==> src/rtl/shadd_pkg.sv <==
package shadd_pkg;

    // Operand sign selection for an add node
    typedef enum logic {
        SG_ADD = 1'b0,
        SG_SUB = 1'b1
    } sign_e;

    // Guard bits added above the input width: 47 < 2^6, plus sign headroom
    localparam int EXT_BITS = 7;

    // Stages from input to output for every product
    localparam int PIPE_LAT = 2;

    // Constants realised by the graphs
    localparam int K_LO = 45;
    localparam int K_HI = 47;

    function automatic int out_width(input int w);
        return w + EXT_BITS;
    endfunction

endpackage

==> src/rtl/shadd_node.sv <==
module shadd_node #(
    parameter int              W    = 23,
    parameter int              NIN  = 2,
    parameter int              L0   = 0,
    parameter int              L1   = 0,
    parameter int              L2   = 0,
    parameter shadd_pkg::sign_e S1  = shadd_pkg::SG_ADD,
    parameter shadd_pkg::sign_e S2  = shadd_pkg::SG_ADD,
    parameter int              RSH  = 0
) (
    input  logic                clk,
    input  logic                rst,
    input  logic signed [W-1:0] a0,
    input  logic signed [W-1:0] a1,
    input  logic signed [W-1:0] a2,
    output logic signed [W-1:0] y
);
    import shadd_pkg::*;

    logic signed [W-1:0] t0, t1, t2, sum;

    // Operand terms: hardwired left shifts, fixed signs
    always_comb begin
        t0 = a0 <<< L0;
        t1 = (S1 == SG_SUB) ? -(a1 <<< L1) : (a1 <<< L1);
        if (NIN == 3) begin
            t2 = (S2 == SG_SUB) ? -(a2 <<< L2) : (a2 <<< L2);
        end else begin
            t2 = '0;
        end
        sum = t0 + t1 + t2;
    end

    // Registered result with optional arithmetic right shift
    always_ff @(posedge clk) begin
        if (rst) begin
            y <= '0;
        end else begin
            y <= sum >>> RSH;
        end
    end

endmodule

==> src/rtl/shadd_delay.sv <==
module shadd_delay #(
    parameter int W     = 23,
    parameter int DEPTH = 1
) (
    input  logic         clk,
    input  logic         rst,
    input  logic [W-1:0] d,
    output logic [W-1:0] q
);
    generate
        if (DEPTH == 0) begin : g_wire
            assign q = d;
        end else begin : g_regs
            logic [W-1:0] stg [DEPTH];
            always_ff @(posedge clk) begin
                if (rst) begin
                    for (int i = 0; i < DEPTH; i++) stg[i] <= '0;
                end else begin
                    stg[0] <= d;
                    for (int i = 1; i < DEPTH; i++) stg[i] <= stg[i-1];
                end
            end
            assign q = stg[DEPTH-1];
        end
    endgenerate

endmodule

==> src/rtl/shadd_cmul.sv <==
module shadd_cmul #(
    parameter int W       = 16,
    parameter bit TRI_ADD = 1'b0,
    localparam int OW     = shadd_pkg::out_width(W)
) (
    input  logic                 clk,
    input  logic                 rst,
    input  logic                 in_valid,
    input  logic signed [W-1:0]  in_data,
    output logic                 out_valid,
    output logic signed [OW-1:0] p45,
    output logic signed [OW-1:0] p47
);
    import shadd_pkg::*;

    localparam int EXT = OW - W;

    logic signed [OW-1:0] xs;
    logic signed [OW-1:0] f5;

    assign xs = {{EXT{in_data[W-1]}}, in_data};

    // 45X: stage 1 forms 5X = 4X + X, stage 2 forms 45X = 40X + 5X
    shadd_node #(.W(OW), .NIN(2), .L0(2), .L1(0)) u_n5 (
        .clk(clk), .rst(rst), .a0(xs), .a1(xs), .a2('0), .y(f5)
    );
    shadd_node #(.W(OW), .NIN(2), .L0(3), .L1(0)) u_n45 (
        .clk(clk), .rst(rst), .a0(f5), .a1(f5), .a2('0), .y(p45)
    );

    // 47X: structure picked by TRI_ADD
    generate
        if (TRI_ADD) begin : g_tri
            logic signed [OW-1:0] f47;
            // One stage: 64X - 16X - X
            shadd_node #(.W(OW), .NIN(3), .L0(6), .L1(4), .L2(0),
                         .S1(SG_SUB), .S2(SG_SUB)) u_n47 (
                .clk(clk), .rst(rst), .a0(xs), .a1(xs), .a2(xs), .y(f47)
            );
            // Balance to the depth of the 45X path
            shadd_delay #(.W(OW), .DEPTH(PIPE_LAT - 1)) u_bal (
                .clk(clk), .rst(rst), .d(f47), .q(p47)
            );
        end else begin : g_duo
            logic signed [OW-1:0] f63;
            logic signed [OW-1:0] xd;
            // Stage 1: 63X = 64X - X, with X carried by a pure register
            shadd_node #(.W(OW), .NIN(2), .L0(6), .L1(0), .S1(SG_SUB)) u_n63 (
                .clk(clk), .rst(rst), .a0(xs), .a1(xs), .a2('0), .y(f63)
            );
            shadd_delay #(.W(OW), .DEPTH(1)) u_xd (
                .clk(clk), .rst(rst), .d(xs), .q(xd)
            );
            // Stage 2: 47X = 63X - 16X
            shadd_node #(.W(OW), .NIN(2), .L0(0), .L1(4), .S1(SG_SUB)) u_n47 (
                .clk(clk), .rst(rst), .a0(f63), .a1(xd), .a2('0), .y(p47)
            );
        end
    endgenerate

    // Qualifier travels the same number of stages
    shadd_delay #(.W(1), .DEPTH(PIPE_LAT)) u_vld (
        .clk(clk), .rst(rst), .d(in_valid), .q(out_valid)
    );

endmodule

==> config.mk <==
export PLATFORM = sky130hd
export DESIGN_NAME = shadd_cmul
export DESIGN_NICKNAME = d
export VERILOG_FILES = /design/src/rtl/shadd_pkg.sv /design/src/rtl/shadd_node.sv /design/src/rtl/shadd_delay.sv /design/src/rtl/shadd_cmul.sv
export SDC_FILE = /design/constraint.sdc
export NUM_CORES = 1
export LEC_CHECK = 0
export BUFFER_PORTS_ARGS = -buffer_cell sky130_fd_sc_hd__buf_4
export CAP_MARGIN = 25
export CORE_ASPECT_RATIO = 1.4
export CORE_MARGIN = 10
export CORE_UTILIZATION = 55
export CTS_BUF_LIST = sky130_fd_sc_hd__clkbuf_2 sky130_fd_sc_hd__clkbuf_4 sky130_fd_sc_hd__clkbuf_8
export DETAILED_ROUTE_END_ITERATION = 10
export PLACE_DENSITY = 0.75
export SLEW_MARGIN = 20
export SYNTH_ARGS = -nofsm -noshare
export SYNTH_HDL_FRONTEND = slang
export SYNTH_SLANG_ARGS = --single-unit
==> constraint.sdc <==
create_clock -name clk -period 6.7 [get_ports clk]
set_input_delay 1.005 -clock clk [delete_from_list [all_inputs] [get_ports clk]]
set_output_delay 1.005 -clock clk [all_outputs]
set_load 0.02 [all_outputs]
==> results of run 1 <==
## layout make-up
| cell class | instances | area share, % |
|---|---|---|
| clock buffers | 9 | 1.840 |
| clock inverters | 7 | 1.190 |
| inverters | 41 | 2.286 |
| multi-input cells | 528 | 54.72 |
| flip-flops and latches | 101 | 30.04 |
| well taps | 138 | 2.565 |
| repair buffers | 66 | 7.361 |
## worst paths after layout
kind	startpoint	to	slack, ns	depth (start not counted)
max	in_data[2]	u_n5.y[16]	3.75	10
min	g_duo.u_n63.y[2]	g_duo.u_n47.y[2]	0.44	1
max reg2reg	u_n5.y[0]	u_n45.y[17]	4.05	9
min reg2reg	g_duo.u_n63.y[2]	g_duo.u_n47.y[2]	0.44	1
## layer usage
layer  up-vias  GRT usage, %
met5         -             0
met3        24         4.865
met2        86         30.34
met4         0         8.322
met1      2198         17.18
li1       2547             -
## flip-flops by register name, indices dropped and copies added (netlist names)
register               cells
u_n45.y                   23
g_duo.u_n47.y             22
g_duo.u_n63.y             22
u_n5.y                    19
g_duo.u_xd.g_regs.stg     13
u_vld.g_regs.stg           2
## logic make-up after synthesis
group | after synthesis
muxes | 11
xor gates and xnor gates | 38
and+or+nand+nor | 230
AOI/OAI and AO/OA | 179
DFF | 101
adders and majority gates | 70
buffers and inverters | 58
## power by group
group          switching, W  internal [W]
registers         0.0000288      0.000683
logic              0.000365      0.000277
clock network      0.000221      0.000178
total              0.000615       0.00114
## cell usage after synthesis, types with 3 or more instances
cell type,count
sky130_fd_sc_hd__or2_2,3
sky130_fd_sc_hd__nand4_1,3
sky130_fd_sc_hd__a31oi_1,8
sky130_fd_sc_hd__a21oi_1,59
sky130_fd_sc_hd__ha_1,67
sky130_fd_sc_hd__o21ai_0,18
sky130_fd_sc_hd__nand2b_1,10
sky130_fd_sc_hd__o21ai_1,6
sky130_fd_sc_hd__nor2_1,95
sky130_fd_sc_hd__o211ai_1,10
sky130_fd_sc_hd__and2_1,3
sky130_fd_sc_hd__nor3_1,20
sky130_fd_sc_hd__a211oi_1,10
sky130_fd_sc_hd__o31ai_1,5
sky130_fd_sc_hd__mux2i_1,3
sky130_fd_sc_hd__nor4b_1,5
sky130_fd_sc_hd__mux2_1,8
sky130_fd_sc_hd__clkbuf_1,11
sky130_fd_sc_hd__nand3_1,6
sky130_fd_sc_hd__xor2_1,15
sky130_fd_sc_hd__dfxtp_1,101
sky130_fd_sc_hd__xnor2_1,23
sky130_fd_sc_hd__o21bai_1,4
sky130_fd_sc_hd__nor2b_1,28
sky130_fd_sc_hd__nor3b_1,8
sky130_fd_sc_hd__o41ai_1,3
sky130_fd_sc_hd__inv_1,41
sky130_fd_sc_hd__nand2_1,34
sky130_fd_sc_hd__a21boi_1,3
sky130_fd_sc_hd__a21o_1,23
sky130_fd_sc_hd__o21a_1,8
sky130_fd_sc_hd__fa_1,3
sky130_fd_sc_hd__buf_1,5
## through the flow
step	power [W]	hold WS, ns	area [µm²]	std cells	util [%]
after CTS	0.001769	0.4521	6731	890	64.35
after global routing	0.001871	0.4665	6731	890	64.35
after floorplan	0.001184	0.4138	5927	687	-
final	0.001752	0.4431	6731	890	64.35
after detailed placement	0.001365	0.4266	6528	874	62.40
after global placement	0.001356	0.4165	6528	874	62.40
==> results.yml, run 1 <==
synthesis:
  async_flop_share_pct: 0
  synth_xor_area_share_pct: 5.615
  yosys_warnings: 0
  synth_area_leaders: "sky130_fd_sc_hd__dfxtp_1, sky130_fd_sc_hd__ha_1, sky130_fd_sc_hd__nor2_1"
  post_synth_top_flop: "sky130_fd_sc_hd__dfxtp_1"
  mappedNetlistArea_um2: 5927
  netlist.top_cell.by_area: "sky130_fd_sc_hd__dfxtp_1"
  post_synth_num_cell_types: 62
  synthAdderAreaFrac_pct: 15.16
  synth.area.mux_share_pct: 2.027
  synth_nets: 776
  syn_avg_cell_area_um2: 8.627
  synth.ff_latch_count: 101
  synth_simple_gate_area_share_pct: 19.48
  synth-compound-area-share_pct: 19.86
  synthCells: 687
  netlist.area_leader.share_pct: 34.11
  synth-seq-area-share_pct: 34.11
  combinational_family_with_the_most_area_after_synthesis: "compound AO/OA/AOI/OAI gates"
  synth_edf_count: 0
timing:
  fin_tns_setup_ns: 0
  fin_crit_ns: 2.950
  slew_viol_final: 0
  grt_setup_unrepaired: "false"
  setup-violations-final: 0
  max_freq_ghz: 0.3390
  finClkSkew_ns: 0.009026
  post-route-worst-setup-slack_ns: 3.750
  max_slew_margin_pct: 48.82
  layout_worst_path_cycle_share_pct: 44.03
  hold_viol: 0
  tightestPinTransition_ns: 0.7676
finish:
  multiInputGateArea_um2: 3684
  mostFrequentLayoutCells: "sky130_fd_sc_hd__dfxtp_1, sky130_fd_sc_hd__nor2_1, sky130_fd_sc_hd__ha_1"
  num-fill-cells: 918
  num-nets-final: 836
  layout.cells.most_common: "sky130_fd_sc_hd__dfxtp_1"
  areaGrowthSynthToFinish_pct: 13.57
  antenna-diode-count: 0
  layout_cells_sized_above_1_pct: 11.70
  ff_latch_area_um2: 2022
clock_tree:
  cts_setup_buffers: 0
  clock-root-buffer: "sky130_fd_sc_hd__clkbuf_8"
  total_cts_buffers: 9
  clock_tree.htree_level_count: 3
  post_cts_resize_count: 0
  cts_hold_buffers: 0
  worst_setup_hold_path_clk_slew_ns: 0.10
  tritoncts_clock_tree: "done"
  worst_skew_pair.late_latency_ns: 0.37
  cts_buffer_depth: 2
  cts.sink_count: 101
critical_path:
  worst-path-buf-inv: 2
  cp.required_ns: 6.96
  cp-start-kind: "input pin"
  critPathCaptureType: "register"
  worst-endpoint-arrival_ns: 3.21
  crit_path_top_delay_cell: "sky130_fd_sc_hd__a211oi_1"
  worst_path_dominant_cell_family: "compound AO/OA/AOI/OAI gates"
  worstPathMaxFanout: 10
  kind_of_critical_path: "in2reg"
  cpPeakStageDelay_ns: 0.44
  worstPathCellList: "buf_4 > ha_1 > inv_1 > fa_1 > nand2b_1 > a21oi_1 > o221ai_1 > a211oi_1 > nor3_1 > o32a_1"
drt:
  antenna_left: 0
  wl_met3_um: 562
  route.top_layer_used: "met4"
  routed_wirelength_mm: 12.85
  post_drt_wl_per_cell_um: 14.44
  first_pass_iters: 5
  detail_route.wirelength.met1_mm: 5.336
  routed-wl-met2_mm: 6.621
  dr.first_iter.drc_count: 191
  detail_route.vias_per_cell: 5.455
  drc_errors: 0
  detailroute.via_count: 4855
global_routing:
  grt_pass1_wl_mm: 21.46
  grt_antenna_before_repair: 0
  global_router_s_overall_resource_usage_pct: 16.82
  globalRoute.totalOverflow: 0
  grt_max_degree: 83
  grt_pass1_vias: 4850
placement:
  routabilityCongestion: 0.8944
  preCtsSetupSlack_ns: 3.371
  detailedPlacementHpwl_mm: 9.850
  buffer_ports.inserted: 65
floorplan:
  num_io_pins: 66
  die-width_um: 107.7
  die_area_um2: 15390
  start_util_pct: 56.66
  fp.dieH_um: 142.8
  core.rowCount: 44
  placeableCoreArea_um2: 10460
status:
  status: "complete, no violations"
run:
  maxCapViolations: 0
pwr:
  p_leak_nw: 3.076
  cellPowerDensity_nw_per_um2: 260.3
  vdd_ir_drop_max_v: 0.0001267
hold_path:
  hold_path_class: "reg2reg"
(Power assumes the default switching activity.)
==> inputs of run 2 (changes only) <==
==> constraint.sdc (replaced) <==
create_clock -name clk -period 2.8 [get_ports clk]
set_input_delay 0.42 -clock clk [delete_from_list [all_inputs] [get_ports clk]]
set_output_delay 0.42 -clock clk [all_outputs]
set_load 0.02 [all_outputs]
==> run 2 against run 1 <==
Design area is 0.85% higher. Routed wire length is 2.7% higher. Hold slack worse by 0.18 ns. Die area stayed put. Clock skew is 0.0014 ns higher. Sequential share of layout area is 0.25 points lower. Combinational power is 140% higher. Total power is 140% higher. Clock power grew to 2.6 times the previous value. Clock-buffer cell count is 2 higher. Utilization is 0.55 points higher.
==> results.yml, run 2 (synthesis results as in run 1) <==
status:
  status: "complete, no violations"
timing:
  fin_tns_setup_ns: 0
  setup-violations-final: 0
  finClkSkew_ns: 0.01041
  grt_setup_unrepaired: "false"
  hold_viol: 0
  layout_worst_path_cycle_share_pct: 91.33
  max_slew_margin_pct: 51.23
  fin_crit_ns: 2.557
  tightestPinTransition_ns: 0.7316
  max_freq_ghz: 0.3911
  slew_viol_final: 0
run:
  maxCapViolations: 0
finish:
  mostFrequentLayoutCells: "sky130_fd_sc_hd__dfxtp_1, sky130_fd_sc_hd__nor2_1, sky130_fd_sc_hd__buf_4"
  largest-register: "u_n45.y"
  layout.cells.most_common: "sky130_fd_sc_hd__dfxtp_1"
  antenna-diode-count: 0
  reg.largest.list: "u_n45.y: 23 flops, g_duo.u_n47.y: 22 flops, g_duo.u_n63.y: 22 flops"
  num-nets-final: 839
  layout_cells_sized_above_1_pct: 12.05
  areaGrowthSynthToFinish_pct: 14.55
  flip_flop_count_of_the_largest_register_after_layout: 23
global_routing:
  grt_pass1_vias: 4838
  grt_antenna_before_repair: 0
  grt_max_degree: 75
  global_router_s_overall_resource_usage_pct: 17.09
  globalRoute.totalOverflow: 0
  grt_pass1_wl_mm: 21.96
clock_tree:
  total_cts_buffers: 9
  post_cts_resize_count: 0
  clock_tree.htree_level_count: 3
  cts_buffer_depth: 2
  cts.sink_count: 101
  worst_skew_pair.late_latency_ns: 0.37
  tritoncts_clock_tree: "done"
  clock-root-buffer: "sky130_fd_sc_hd__clkbuf_8"
  worst_setup_hold_path_clk_slew_ns: 0.09
  cts_setup_buffers: 0
  cts_hold_buffers: 0
pwr:
  total_power_w: 0.004280
  cellPowerDensity_nw_per_um2: 630.4
  p_leak_nw: 3.106
  vdd_ir_drop_max_v: 0.0003562
floorplan:
  num_io_pins: 66
  placeableCoreArea_um2: 10460
  core.rowCount: 44
  die_area_um2: 15390
  die-width_um: 107.7
  start_util_pct: 56.66
  fp.dieH_um: 142.8
critical_path:
  worst-endpoint-arrival_ns: 2.81
  cp-start-kind: "register"
  kind_of_critical_path: "reg2reg"
  worstPathCellList: "ha_1 > inv_1 > fa_1 > nor2b_4 > o31a_1 > or4_1 > a31o_1 > a31oi_1 > mux2_1"
  worstPathMaxFanout: 4
  cpPeakStageDelay_ns: 0.43
  critPathCaptureType: "register"
  cp.required_ns: 3.05
  crit_path_top_delay_cell: "sky130_fd_sc_hd__or4_1"
drt:
  detailroute.via_count: 4951
  dr.first_iter.drc_count: 191
  routed_wirelength_mm: 13.20
  drc_errors: 0
  antenna_left: 0
  detail_route.vias_per_cell: 5.544
  post_drt_wl_per_cell_um: 14.78
  first_pass_iters: 4
placement:
  routabilityCongestion: 0.9184
  detailedPlacementHpwl_mm: 10.16
  buffer_ports.inserted: 65
hold_path:
  hold_path_class: "in2reg"
==> run 2: changes by cell type in the layout (fill, tap and decap cells not counted), sizes merged <==
cell / change
buf: +3
clkbuf: +2
inv: -2
bufinv: +1
clkinv: -1
==> run 2: worst max-delay path, delay by kind of cell (launching register included) <==
kind / cells / cell delay (ns)
AOI/OAI and AO/OA: 3 / 0.76
adders and majority gates: 2 / 0.45
buffers and inverters: 1 / 0.07
DFF: 1 / 0.34
muxes: 1 / 0.34
and+or+nand+nor: 2 / 0.49
==> run 2: path summary, 6_finish.rpt <==
kind / from / to / slack [ns] / depth (start not counted)
setup / recovery: u_n5.y[0] / u_n45.y[19] / 0.24 / 9
setup reg to reg: u_n5.y[0] / u_n45.y[19] / 0.24 / 9
hold / removal: in_valid / u_vld.g_regs.stg[0][0] / 0.26 / 2
hold reg to reg: g_duo.u_n63.y[2] / g_duo.u_n47.y[2] / 0.44 / 1
==> run 2: cell type report <==
cell class,count,area (µm²)
clock buffers,11,145.1
flip-flops and latches,101,2022
clock inverters,5,81.33
inverters,41,153.9
repair buffers,69,530.5
multi-input cells,528,3684
well taps,138,172.7
fillers,927,3671
==> run 2: report_power, final <==
part | leakage (nW) | total (W) | switching [W] | internal [W]
logic | 2.15 | 0.00155 | 0.000883 | 0.000670
clock network | 0.113 | 0.00102 | 0.000484 | 0.000539
registers | 0.841 | 0.00170 | 0.0000699 | 0.00163
==> run 2: per-layer routing <==
metal / GRT usage (%) / wire length, µm / vias up / share of wire [%]
met3: 3.964 / 543 / 27 / 4.1
met1: 18.28 / 5426 / 2280 / 41
met4: 6.347 / 348 / 0 / 2.6
li1: - / - / 2560 / -
met2: 31.50 / 6884 / 84 / 52
met5: 0 / 0 / - / 0
==> run 2: through the flow <==
step / cell area, µm² / instances / worst slack (ns) / hold WS (ns) / utilization [%]
2_1_floorplan: 5927 / 687 / 0.4554 / 0.4138 / -
3_3_place_gp: 6563 / 877 / 0.2158 / 0.4158 / 62.74
3_5_place_dp: 6563 / 877 / 0.1497 / 0.4261 / 62.74
4_1_cts: 6789 / 893 / 0.2419 / 0.2528 / 64.90
5_1_grt: 6789 / 893 / 0.1118 / 0.2599 / 64.90
6_report: 6789 / 893 / 0.2428 / 0.2648 / 64.90
==> inputs of run 3 (changes only) <==
--- a/config.mk
+++ b/config.mk
@@ -9,10 +9,10 @@
 export CAP_MARGIN = 25
 export CORE_ASPECT_RATIO = 1.4
 export CORE_MARGIN = 10
-export CORE_UTILIZATION = 55
+export CORE_UTILIZATION = 53
 export CTS_BUF_LIST = sky130_fd_sc_hd__clkbuf_2 sky130_fd_sc_hd__clkbuf_4 sky130_fd_sc_hd__clkbuf_8
 export DETAILED_ROUTE_END_ITERATION = 10
-export PLACE_DENSITY = 0.75
+export PLACE_DENSITY = 0.72
 export SLEW_MARGIN = 20
 export SYNTH_ARGS = -nofsm -noshare
 export SYNTH_HDL_FRONTEND = slang
==> run 3 against run 2 <==
Non-clock buffer count rose by 3. Global-route usage fell by 0.11 points. Worst setup slack got worse by 0.0060 ns. Total power fell by 5.0%. Combinational power barely moved. Critical path type unchanged. Sequential cell count did not move. Final cell count rose by 0.45%. Fmax fell by 0.23%. Hold slack got worse by 0.014 ns. Via count barely moved. Clock skew rose by 0.0028 ns. Routed wire length rose by 0.73%.
==> results.yml, run 3 (synthesis results as in run 1) <==
status:
  status: "complete, no violations"
finish:
  flip_flop_count_of_the_largest_register_after_layout: 23
  layout_cells_sized_above_1_pct: 12.17
  reg.largest.list: "u_n45.y: 23 flops, g_duo.u_n47.y: 22 flops, g_duo.u_n63.y: 22 flops"
  num-nets-final: 842
  largest-register: "u_n45.y"
  mostFrequentLayoutCells: "sky130_fd_sc_hd__dfxtp_1, sky130_fd_sc_hd__nor2_1, sky130_fd_sc_hd__buf_4"
  layout.cells.most_common: "sky130_fd_sc_hd__dfxtp_1"
  antenna-diode-count: 0
  areaGrowthSynthToFinish_pct: 13.62
drt:
  routed_wirelength_mm: 13.30
  dr.first_iter.drc_count: 175
  antenna_left: 0
  detail_route.vias_per_cell: 5.523
  drc_errors: 0
  first_pass_iters: 5
  detailroute.via_count: 4954
  post_drt_wl_per_cell_um: 14.83
floorplan:
  num_io_pins: 66
  fp.dieH_um: 145.1
  placeableCoreArea_um2: 10920
  core.rowCount: 45
  start_util_pct: 54.26
  die_area_um2: 15870
  die-width_um: 109.4
global_routing:
  grt_max_degree: 52
  globalRoute.totalOverflow: 0
  grt_antenna_before_repair: 0
  grt_pass1_wl_mm: 22.39
  global_router_s_overall_resource_usage_pct: 16.98
  grt_pass1_vias: 4953
critical_path:
  cp-start-kind: "register"
  cp.required_ns: 3.06
  crit_start: "u_n5.y[0]"
  worstPathMaxFanout: 4
  crit_path_top_delay_cell: "sky130_fd_sc_hd__or4_1"
  kind_of_critical_path: "reg2reg"
  critPathCaptureType: "register"
  cpPeakStageDelay_ns: 0.42
  reg2reg_setup_slack_ns: 0.24
  worst-endpoint-arrival_ns: 2.83
  worstPathCellList: "ha_1 > inv_1 > fa_1 > nor2b_4 > o31a_1 > or4_1 > a31o_1 > a31oi_1 > mux2_1"
  timing.rr.start: "u_n5.y[0]"
timing:
  slew_viol_final: 0
  fin_tns_setup_ns: 0
  max_freq_ghz: 0.3901
  fin_crit_ns: 2.563
  setup-violations-final: 0
  hold_viol: 0
  tightestPinTransition_ns: 0.5951
  max_slew_margin_pct: 59.81
  finClkSkew_ns: 0.01317
  post-route-worst-setup-slack_ns: 0.2369
  layout_worst_path_cycle_share_pct: 91.54
  grt_setup_unrepaired: "false"
clock_tree:
  worst_setup_hold_path_clk_slew_ns: 0.09
  clock-root-buffer: "sky130_fd_sc_hd__clkbuf_8"
  post_cts_resize_count: 0
  worst_skew_pair.late_latency_ns: 0.38
  tritoncts_clock_tree: "done"
  cts_buffer_depth: 2
  cts.sink_count: 101
  clock_tree.htree_level_count: 3
  cts_hold_buffers: 0
  total_cts_buffers: 9
  cts_setup_buffers: 0
placement:
  buffer_ports.inserted: 65
  routabilityCongestion: 0.9220
  detailedPlacementHpwl_mm: 10.29
  preCtsSetupSlack_ns: 0.1359
pwr:
  power_switching_w: 0.001438
  p_leak_nw: 3.084
  p_int_w: 0.002628
  p_seq_share_pct: 41.9
  power.share.switching_pct: 35.37
  combPwrFrac_pct: 38.2
  cellPowerDensity_nw_per_um2: 603.9
  power_frac_clock_pct: 19.9
  vdd_ir_drop_max_v: 0.0002898
hold_path:
  timing.hold.worst.start: "in_valid"
  hold_path_class: "in2reg"
run:
  maxCapViolations: 0
## run 3: final cells by class
| type | instances | area, µm² |
|---|---|---|
| Clock buffer | 10 | 131.4 |
| Sequential cell | 101 | 2022 |
| Clock inverter | 4 | 26.28 |
| Inverter | 41 | 153.9 |
| Multi-Input combinational cell | 528 | 3684 |
| Fill cell | 1021 | 4189 |
| Timing Repair Buffer | 72 | 540.5 |
| Tap cell | 141 | 176.4 |
## run 3: power groups by stage
stage	Sequential (W)	Combinational, W	Clock [W]
6_report	0.00170	0.00155	0.000810
3_5_place_dp	0.00174	0.00155	0
3_3_place_gp	0.00174	0.00152	0
4_1_cts	0.00171	0.00156	0.000838
5_1_grt	0.00173	0.00173	0.000901
2_1_floorplan	0.00188	0.000959	0
## run 3: metrics by stage
step / total power [W] / hold slack, ns / std cells / instance area, µm² / util, %
after detailed placement: 0.003286 / 0.4248 / 883 / 6576 / 60.21
after global placement: 0.003260 / 0.4158 / 883 / 6576 / 60.21
after global routing: 0.004353 / 0.2417 / 897 / 6734 / 61.65
final: 0.004066 / 0.2510 / 897 / 6734 / 61.65
after CTS: 0.004102 / 0.2404 / 897 / 6734 / 61.65
after floorplan: 0.002834 / 0.4138 / 687 / 5927 / -
## run 3: routing by layer
metal / global-route usage, % / routed length, µm / part of all wire [%] / up-vias
li1: - / - / - / 2562
met1: 18.12 / 5289 / 40 / 2243
met2: 30.04 / 7013 / 53 / 119
met3: 3.276 / 544 / 4.1 / 30
met4: 9.073 / 452 / 3.4 / 0
met5: 0 / 0 / 0 / -
## run 3: critical path: cells and delay by family (launching register included)
family,cells,cell delay (ns)
flip-flops,1,0.34
AND/OR/NAND/NOR,2,0.48
AO/OA/AOI/OAI,3,0.75
multiplexers,1,0.33
buffers and inverters,1,0.08
adder cells (fa/ha/maj),2,0.48
## run 3: path summary, 6_finish.rpt
kind	end	cells after the start
worst max-delay path	u_n45.y[19]	9
worst min-delay path	u_vld.g_regs.stg[0][0]	2
worst max register to register	u_n45.y[19]	9
worst min register to register	g_duo.u_n47.y[2]	1
